<file path="config.mk">
export PLATFORM = sky130hd
export DESIGN_NAME = mvote_bpred
export DESIGN_NICKNAME = d
export VERILOG_FILES = /design/src/rtl/mvb_pkg.sv /design/src/rtl/mvb_table.sv /design/src/rtl/mvb_ghr.sv /design/src/rtl/mvb_ras.sv /design/src/rtl/mvote_bpred.sv
export SDC_FILE = /design/constraint.sdc
export NUM_CORES = 2
export LEC_CHECK = 0
export ABC_AREA = 0
export CAP_MARGIN = 10
export CELL_PAD_IN_SITES_DETAIL_PLACEMENT = 0
export CELL_PAD_IN_SITES_GLOBAL_PLACEMENT = 2
export CORE_MARGIN = 5
export CORE_UTILIZATION = 33
export DETAILED_ROUTE_END_ITERATION = 7
export DONT_BUFFER_PORTS = 1
export GPL_ROUTABILITY_DRIVEN = 0
export GPL_TIMING_DRIVEN = 0
export PLACE_DENSITY_LB_ADDON = 0.05
export SYNTH_ARGS = -nofsm -noshare
export SYNTH_HDL_FRONTEND = slang
export SYNTH_SLANG_ARGS = --single-unit
export TNS_END_PERCENT = 50
</file>
<file path="constraint.sdc">
create_clock -name clk -period 6.6 [get_ports clk]
set_input_delay 0.99 -clock clk [delete_from_list [all_inputs] [get_ports clk]]
set_output_delay 0.99 -clock clk [all_outputs]
set_load 0.005 [all_outputs]
</file>
<file path="src/rtl/mvb_pkg.sv">
`timescale 1ns/1ps
// mvb_pkg: counter type and helpers shared by the predictor.
// Assumes two-bit counters; the upper bit is the direction vote.
package mvb_pkg;
    typedef logic [1:0] ctr_t;

    localparam ctr_t CTR_INIT = 2'b01;
    localparam int   N_TABLES = 3;

    // Saturating step of a two-bit counter toward the observed outcome.
    function automatic ctr_t ctr_next(input ctr_t c, input logic up);
        if (up)
            return (c == 2'b11) ? c : c + 2'b01;
        else
            return (c == 2'b00) ? c : c - 2'b01;
    endfunction

    // Majority of three votes.
    function automatic logic vote3(input logic a, input logic b, input logic c);
        return (a & b) | (a & c) | (b & c);
    endfunction
endpackage

</file>
<file path="src/rtl/mvb_table.sv">
`timescale 1ns/1ps
// mvb_table: one table of two-bit saturating counters.
// Has one combinational read port and one write port that trains a counter.
// Assumes that a read and a write to the same entry in one cycle return the old value.
module mvb_table
    import mvb_pkg::*;
#(
    parameter int IDX_W = 8
) (
    input  logic             clk,
    input  logic             rst_n,
    input  logic [IDX_W-1:0] rd_idx,
    output logic             rd_vote,
    input  logic             wr_en,
    input  logic [IDX_W-1:0] wr_idx,
    input  logic             wr_taken
);
    localparam int ENTRIES = 1 << IDX_W;

    ctr_t ctr [ENTRIES];

    // Read the direction vote of the addressed counter.
    assign rd_vote = ctr[rd_idx][1];

    // Reset all counters to weakly not taken, or train one on resolve.
    always_ff @(posedge clk) begin
        if (!rst_n) begin
            for (int i = 0; i < ENTRIES; i++) ctr[i] <= CTR_INIT;
        end else if (wr_en) begin
            ctr[wr_idx] <= ctr_next(ctr[wr_idx], wr_taken);
        end
    end
endmodule

</file>
<file path="src/rtl/mvb_ghr.sv">
`timescale 1ns/1ps
// mvb_ghr: global branch history register.
// Shifts in the predicted direction on each accepted lookup. On a
// mispredict it is rebuilt from the snapshot; the repair wins over the shift.
module mvb_ghr #(
    parameter int HIST_W = 8
) (
    input  logic              clk,
    input  logic              rst_n,
    input  logic              shift_en,
    input  logic              shift_bit,
    input  logic              fix_en,
    input  logic [HIST_W-2:0] fix_low,
    input  logic              fix_bit,
    output logic [HIST_W-1:0] hist
);
    // Update the history: repair, speculative shift, or hold.
    always_ff @(posedge clk) begin
        if (!rst_n)
            hist <= '0;
        else if (fix_en)
            hist <= {fix_low, fix_bit};
        else if (shift_en)
            hist <= {hist[HIST_W-2:0], shift_bit};
    end
endmodule

</file>
<file path="src/rtl/mvb_ras.sv">
`timescale 1ns/1ps
// mvb_ras: circular return-address stack.
// DEPTH must be a power of two. When the stack is full, a push overwrites the
// oldest entry. When it is empty, the top output shows the last popped entry.
module mvb_ras #(
    parameter int DEPTH = 8,
    parameter int AW    = 32
) (
    input  logic          clk,
    input  logic          rst_n,
    input  logic          push,
    input  logic [AW-1:0] push_addr,
    input  logic          pop,
    output logic [AW-1:0] top,
    output logic          empty
);
    localparam int PW = $clog2(DEPTH);
    localparam logic [PW:0] FULL = DEPTH[PW:0];

    logic [AW-1:0] mem [DEPTH];
    logic [PW-1:0] wptr;
    logic [PW-1:0] tptr;
    logic [PW:0]   cnt;

    // Index of the newest live entry.
    assign tptr  = wptr - 1'b1;
    assign empty = (cnt == '0);
    // Show the newest entry, or the slot just vacated when the stack is empty.
    assign top   = empty ? mem[wptr] : mem[tptr];

    // Push, pop or replace the top entry, and track the depth.
    always_ff @(posedge clk) begin
        if (!rst_n) begin
            for (int i = 0; i < DEPTH; i++) mem[i] <= '0;
            wptr <= '0;
            cnt  <= '0;
        end else if (push && pop && !empty) begin
            mem[tptr] <= push_addr;
        end else if (push) begin
            mem[wptr] <= push_addr;
            wptr      <= wptr + 1'b1;
            if (cnt != FULL) cnt <= cnt + 1'b1;
        end else if (pop && !empty) begin
            wptr <= tptr;
            cnt  <= cnt - 1'b1;
        end
    end
endmodule

</file>
<file path="src/rtl/mvote_bpred.sv">
`timescale 1ns/1ps
// mvote_bpred: three-table majority-vote direction predictor with a
// return-address stack. The lookup is combinational. A resolve trains the
// counters at the indices formed from its own address and history snapshot.
// Assumes that callers pass branch address bits [IDX_W+1:2] as the pc index.
module mvote_bpred
    import mvb_pkg::*;
#(
    parameter int IDX_W     = 8,
    parameter int RAS_DEPTH = 8,
    parameter int RA_W      = 32
) (
    input  logic             clk,
    input  logic             rst_n,
    input  logic             lk_valid,
    input  logic [IDX_W-1:0] lk_pc_idx,
    output logic             lk_taken,
    output logic [IDX_W-1:0] lk_hist,
    input  logic             rs_valid,
    input  logic [IDX_W-1:0] rs_pc_idx,
    input  logic             rs_taken,
    input  logic             rs_mispred,
    input  logic [IDX_W-1:0] rs_hist,
    input  logic             ras_push,
    input  logic [RA_W-1:0]  ras_push_addr,
    input  logic             ras_pop,
    output logic [RA_W-1:0]  ras_top,
    output logic             ras_empty
);
    logic [N_TABLES-1:0] votes;
    logic [IDX_W-1:0]    ghr;

    assign lk_hist = ghr;

    // One table per hash: 0 = address, 1 = address XOR history, 2 = history.
    for (genvar t = 0; t < N_TABLES; t++) begin : g_tab
        logic [IDX_W-1:0] rd_idx;
        logic [IDX_W-1:0] wr_idx;

        if (t == 0) begin : g_addr
            assign rd_idx = lk_pc_idx;
            assign wr_idx = rs_pc_idx;
        end else if (t == 1) begin : g_xor
            assign rd_idx = lk_pc_idx ^ ghr;
            assign wr_idx = rs_pc_idx ^ rs_hist;
        end else begin : g_hist
            assign rd_idx = ghr;
            assign wr_idx = rs_hist;
        end

        mvb_table #(.IDX_W(IDX_W)) u_table (
            .clk      (clk),
            .rst_n    (rst_n),
            .rd_idx   (rd_idx),
            .rd_vote  (votes[t]),
            .wr_en    (rs_valid),
            .wr_idx   (wr_idx),
            .wr_taken (rs_taken)
        );
    end

    // Combine the three table votes.
    assign lk_taken = vote3(votes[0], votes[1], votes[2]);

    mvb_ghr #(.HIST_W(IDX_W)) u_ghr (
        .clk       (clk),
        .rst_n     (rst_n),
        .shift_en  (lk_valid),
        .shift_bit (lk_taken),
        .fix_en    (rs_valid & rs_mispred),
        .fix_low   (rs_hist[IDX_W-2:0]),
        .fix_bit   (rs_taken),
        .hist      (ghr)
    );

    mvb_ras #(.DEPTH(RAS_DEPTH), .AW(RA_W)) u_ras (
        .clk       (clk),
        .rst_n     (rst_n),
        .push      (ras_push),
        .push_addr (ras_push_addr),
        .pop       (ras_pop),
        .top       (ras_top),
        .empty     (ras_empty)
    );
endmodule

</file>
Yosys cells after proc, flatten, opt, wreduce, memory -nomap -nowiden

Memory sizes are Yosys's and may differ from the RTL's. A register that Yosys moved wholly into a read port is not among the register bits.
Cells that the tools add are included.

Memories: 4
Register bits: 15
Output and inout port bits: 42
Bits in latches: 0
Word-level logic and storage cells: 101
Bits in writable memories: 1,792
ROM bits: 0
Bits of input ports: 64

Equality and inequality tests: 5
Shift operators: 0
$mul: 0
Muxes and demuxes: 53
Div/mod/pow operators: 0
$add $sub $neg: 10
Bitwise logic cells: 9
$lt $le $gt $ge: 0
Reductions and logical operators: 17

Memory list:

| name                 | depth | bits a word | rd ports | clocked after Yosys merged registers in | write ports | RTL line        | text |
|---|---|---|---|---|---|---|---|
| g_tab[0].u_table.ctr | 256   | 2           | 2        | 0                                       | 256         | mvb_table.sv:20 | `ctr_t ctr [ENTRIES];` |
| g_tab[1].u_table.ctr | 256   | 2           | 2        | 0                                       | 256         | mvb_table.sv:20 |  |
| g_tab[2].u_table.ctr | 256   | 2           | 2        | 1                                       | 256         | mvb_table.sv:20 |  |
| u_ras.mem            | 8     | 32          | 2        | 1                                       | 8           | mvb_ras.sv:20   | `logic [AW-1:0] mem [DEPTH];` |

Operators with widths:

| kind                                                               | number |
|---|---|
| 32-bit 2-to-1 mux                                                  | 3 |
| 32-bit OR reduction                                                | 2 |
| 8-bit 2-to-1 mux                                                   | 7 |
| 2-bit 2-to-1 mux                                                   | 18 |
| 3-bit 2-to-1 mux                                                   | 6 |
| 1-bit 2-to-1 mux                                                   | 16 |
| 8-bit bitwise XOR                                                  | 2 |
| 4-bit 2-to-1 mux                                                   | 3 |
| 2-bit by 1-bit adder with 2-bit output, second input constant      | 3 |
| 2-bit equality test, second input constant                         | 3 |
| 2-bit logical NOT                                                  | 3 |
| 2-bit OR reduction                                                 | 3 |
| 2-bit by 1-bit subtractor with 2-bit output, second input constant | 3 |
| 4-bit by 1-bit adder with 4-bit output, second input constant      | 1 |
| 1-bit bitwise AND                                                  | 4 |
| 4-bit logical NOT                                                  | 1 |
| 4-bit != test, second input constant                               | 1 |
| 2-bit nonzero test                                                 | 2 |
| 4-bit by 1-bit subtractor with 4-bit output, second input constant | 1 |
| 3-bit by 1-bit adder with 3-bit output, second input constant      | 1 |
| 1-bit logical AND                                                  | 3 |
| 3-bit AND reduction                                                | 1 |
| 3-bit by 1-bit subtractor with 3-bit output, second input constant | 1 |
| 2-bit by 1-bit != test with 1-bit output, second input constant    | 1 |
| 4 further kinds                                                    | 5 |

Logic depth before layout (Yosys ltp)

Depth in word-level cells: 9
Depth in mapped cells: 15
Depth with buffers taken out: 9

Hierarchy

From an unflattened synthesis, not the netlist that was laid out.

Cell total of the unflattened synthesis: 7,851
Area total of the unflattened synthesis: 96,497.5 um^2

Modules (own cells, without submodules):

| module      | instances | cells an instance | area an instance (um^2) | seq. area each (um^2) |
|---|---|---|---|---|
| mvb_table   | 3         | 2,271             | 27,372.5                | 15,374.7 |
| mvb_ras     | 1         | 985               | 13,782.0                | 7,887.6 |
| mvb_ghr     | 1         | 35                | 440.4                   | 160.2 |
| mvote_bpred | 1         | 18                | 157.7                   | 0.0 |

Worst setup path before layout

OpenSTA, ideal clock, no wires.

Path type: register to register
Start: register u_ras.wptr[0]
End: memory u_ras.mem[1][0] (enable)
Arrival: 4,716 ps
Buffers on the path: 4
Setup time: 466 ps
Stages on the path, launching flop included: 11
Required time: 6,134 ps
Period minus slack after synthesis: 5,182 ps
Slack: 1,418 ps
Cells stage by stage: dfxtp_1 -> clkbuf_1 -> buf_1 -> inv_1 -> ha_1 -> clkbuf_1 -> buf_1 -> nand2_1 -> o21ai_0 -> nand3_1 -> o21ai_0

RTL lines:

| item                   | RTL line      | text |
|---|---|---|
| start, declared        | mvb_ras.sv:21 | `logic [PW-1:0] wptr;` |
| start signal, assigned | mvb_ras.sv:41 | `wptr <= wptr + 1'b1;` |
| start signal, assigned | mvb_ras.sv:44 | `wptr <= tptr;` |
| end, declared          | mvb_ras.sv:20 |  |

==> metrics.md <==
| Metric | Value |
|---|---|
| DP HPWL | 369,000 µm |
| Failing checks | negative setup slack |
| Fin util | 37.82% |
| CTS Buf Count | 220 |
| Async S/R FF share, synth | 0% |
| Reg-to-Reg Start | u_ras.wptr[0] |
| Fin nets | 7,569 |
| Clock root buffer | clkbuf_16 |
| Max VDD drop | 0.2097 mV |
| Primary FF master, synth | edfxtp_1 |
| Pre-Repair DR Iteration Count | 7 |
| WP data arrival | 7.40 ns |
| Initial antenna violation count | 70 |
| Sequential share of the synthesized area | 57.04% |
| Worst-path fanout max | 10 |
| Worst setup EP type | register |
| Pre-CTS setup slack | -1.115 ns |
| Fin. max-slew vios | 0 |
| Flops & latches, synth | 1,818 |
| Via Count | 74,249 |
| Clk_skew | 0.04202 ns |
| Worst setup path class | input pin to register |
| YS warnings | 0 |
| Clk sinks | 1,818 |
| Worst-path clk slew | 0.06 ns |
| IO Port Bufs | 0 |
| CP Launch Type | input pin |
| DR iter-0 viols | 11,181 |
| Period utilisation layout | 103.2% |
| First-pass GRT wire length | 672,000 µm |
| CTS tree | yes |
| FP Rows | 197 |
| Fmax | 146.8 MHz |
| Fin. Hold Viols | 0 |
| H-Tree Depth | 4 |
| Die H | 547.3 µm |
| Residual DRC | 0 |
| Vias/cell | 6.470 |
| Worst R2R End | u_ras.mem[5][26] |
| Fin Hold WS | 0.2778 ns |
| Fin crit period | 6.812 ns |
| DRT Wirelength | 511,700 µm |
| Syn Inst Count | 7,186 |
| Post-Syn Nets | 7,255 |
| DR WL/cell | 44.58 µm |
| LEAKAGE | 31.21 nW |
| Max Cap Viol | 0 |
| Power per standard cell area | 307.7 nW/µm² |
| CTS Buffer Depth | 4 |
| Final antenna-violating net count | 0 |
| Design Power | 33.47 mW |
| Largest net degree at the start of global routing | 21 |
| Status | finished, violations left |
| WHS Path Cells | 1 |
| GR Util All Layers | 33.21% |
| Layout cell share with drive strength beyond 1 | 20.32% |
| Syn Std Cell Area | 95,260 µm² |
| Slew @ Worst Pin | 1.477 ns |
| Final setup fails | 101 |
| Number of global-route vias before repair | 71,414 |
| Post-CTS Setup Bufs | 0 |
| RSZ-0062 raised after global routing | true |
| Worst Hold Class | input pin to register |
| WP data required | 7.19 ns |
| Cells on worst reg2reg path | 12 |
| Remaining global-route overflow | 0 |
| Setup ws final | -0.2123 ns |
| Die X | 547.3 µm |
| Boundary Pins | 106 |
| Worst-skew pair later-pin latency | 0.91 ns |
| Hold wc startpoint | ras_push_addr[10] |
| Reg2Reg Setup Slack | 1.36 ns |
| Yosys cell types | 63 |
| Initial Util | 33.12% |
| Core ar. | 287,700 µm² |
| Die area | 299,500 µm² |
| Layout area overhead | 14.19% |
| Max_slew headroom | 1.516% |
| Mean Syn Cell Area | 13.26 µm² |
| Worst hold endpoint | u_ras.mem[0][10] |
| Post-synth EDFFs | 1,792 |
==> cells by family after synthesis <==
kind of cell / count (synthesis) / synth area share (%)
XOR/XNOR: 42 / 0.4098
adder cells (fa/ha/maj): 11 / 0.1392
multiplexers: 877 / 19.45
AND/OR/NAND/NOR: 2556 / 13.25
AO/OA/AOI/OAI: 967 / 5.551
buffers and inverters: 915 / 4.168
flip-flops: 1818 / 57.04
==> registers in the layout (all words and copies together) (netlist names), named ones only <==
name,count
u_ras.wptr,3
u_ghr.hist,8
g_tab.u_table.ctr,1536
u_ras.cnt,4
u_ras.mem,256
==> cell type report <==
class	instances	area, µm²
clock buffers	281	5883
flip-flops and latches	1818	54330
diodes	21	52.55
inverters	10	37.54
well taps	3781	4731
plain buffers	904	4121
clock inverters	115	909.6
multi-input cells	4453	37140
fillers	27564	178900
repair buffers	93	1567
==> cells in the mapped netlist (all sizes together), types with 38 or more instances <==
| library cell | n | area, µm² |
|---|---|---|
| a211oi | 38 | 290.3 |
| a21oi | 47 | 235.2 |
| and2 | 268 | 1677 |
| buf | 282 | 1594 |
| clkbuf | 623 | 2338 |
| edfxtp | 1792 | 53810 |
| mux2i | 86 | 860.8 |
| mux4 | 778 | 17520 |
| nand2 | 335 | 1257 |
| nand3 | 827 | 4139 |
| nand4 | 44 | 275.3 |
| nor2 | 226 | 848.3 |
| nor2b | 46 | 287.8 |
| nor3 | 762 | 3814 |
| o21ai | 761 | 3809 |
==> worst max-delay path by stage <==
stage                        from                            to  slack (ns)  depth (start not counted)
global route        u_ras.wptr[0]                    ras_top[1]       -0.05                         10
CTS                      register                      lk_taken      0.0008                          9
global placement    u_ras.wptr[0]              u_ras.mem[5][25]       -3.09                         10
detailed placement   lk_pc_idx[0]                      lk_taken       -1.11                         12
finish               rs_pc_idx[2]  g_tab[1].u_table.ctr[170][0]       -0.21                         13
floorplan           u_ras.wptr[0]               u_ras.mem[1][0]        1.42                         10
==> timing repair <==
item,in CTS,in global routing
endpoints found under the setup margin,26,104
resized for setup,35,5
hold buffers,0,0
pin swaps,0,0
==> report_power, final <==
part | internal, mW | switching, mW | leakage (nW)
logic | 2.53 | 5.47 | 11.6
registers | 13.2 | 0.268 | 16.3
clock network | 6.82 | 5.23 | 3.32
total | 22.5 | 11.0 | 31.2
==> critical path, stage by stage <==
cell and delay, ns:
buf_2 0.36, xnor2_1 1.15, clkbuf_1 0.89, nand2_1 0.78
o22ai_1 0.33, a31oi_1 0.20, o22ai_1 0.33, nor3_1 0.11
o21ai_0 0.30, maj3_1 0.53, clkdlybuf4s15_1 0.81, buf_2 0.41
nand3_1 0.12
==> per-layer routing <==
| metal | up-vias | routed length, µm | track usage, % |
|---|---|---|---|
| li1 | 28950 | - | - |
| met1 | 39522 | 206400 | 45.19 |
| met2 | 4806 | 227000 | 50.65 |
| met3 | 945 | 51160 | 8.160 |
| met4 | 26 | 26850 | 14.35 |
| met5 | - | 255 | 0.2532 |
==> cell usage in the layout (no fill, tap or decap), types with 16 or more instances in the layout <==
master / netlist / layout
edfxtp_1: 1792 / 1792
nand3_1: 827 / 827
mux4_2: 778 / 778
nor3_1: 762 / 757
o21ai_0: 759 / 751
clkbuf_1: 623 / 577
nand2_1: 335 / 335
and2_1: 268 / 268
clkbuf_16: 0 / 227
nor2_1: 226 / 221
buf_2: 164 / 164
clkbuf_2: 0 / 97
buf_4: 76 / 90
mux2i_1: 86 / 86
clkinv_1: 0 / 56
buf_8: 0 / 51
a21oi_1: 47 / 47
nor2b_1: 46 / 46
nand4_1: 44 / 44
a211oi_1: 37 / 37
clkinv_2: 0 / 35
a22oi_1: 31 / 31
buf_1: 36 / 25
dfxtp_1: 26 / 24
diode_2: 0 / 21
xnor2_1: 22 / 21
buf_16: 0 / 19
a31oi_1: 16 / 16
==> metrics by stage <==
| stage | instances | instance area, µm² | TNS, ns |
|---|---|---|---|
| 2_1_floorplan | 7186 | 95260 | 0 |
| 3_3_place_gp | 10967 | 99990 | -2263.25 |
| 3_5_place_dp | 11053 | 101700 | -322.63 |
| 4_1_cts | 11448 | 108600 | 0 |
| 5_1_grt | 11461 | 108700 | -0.09448 |
| 6_report | 11476 | 108800 | -14.29 |
Power figures use the tool's default switching activity.
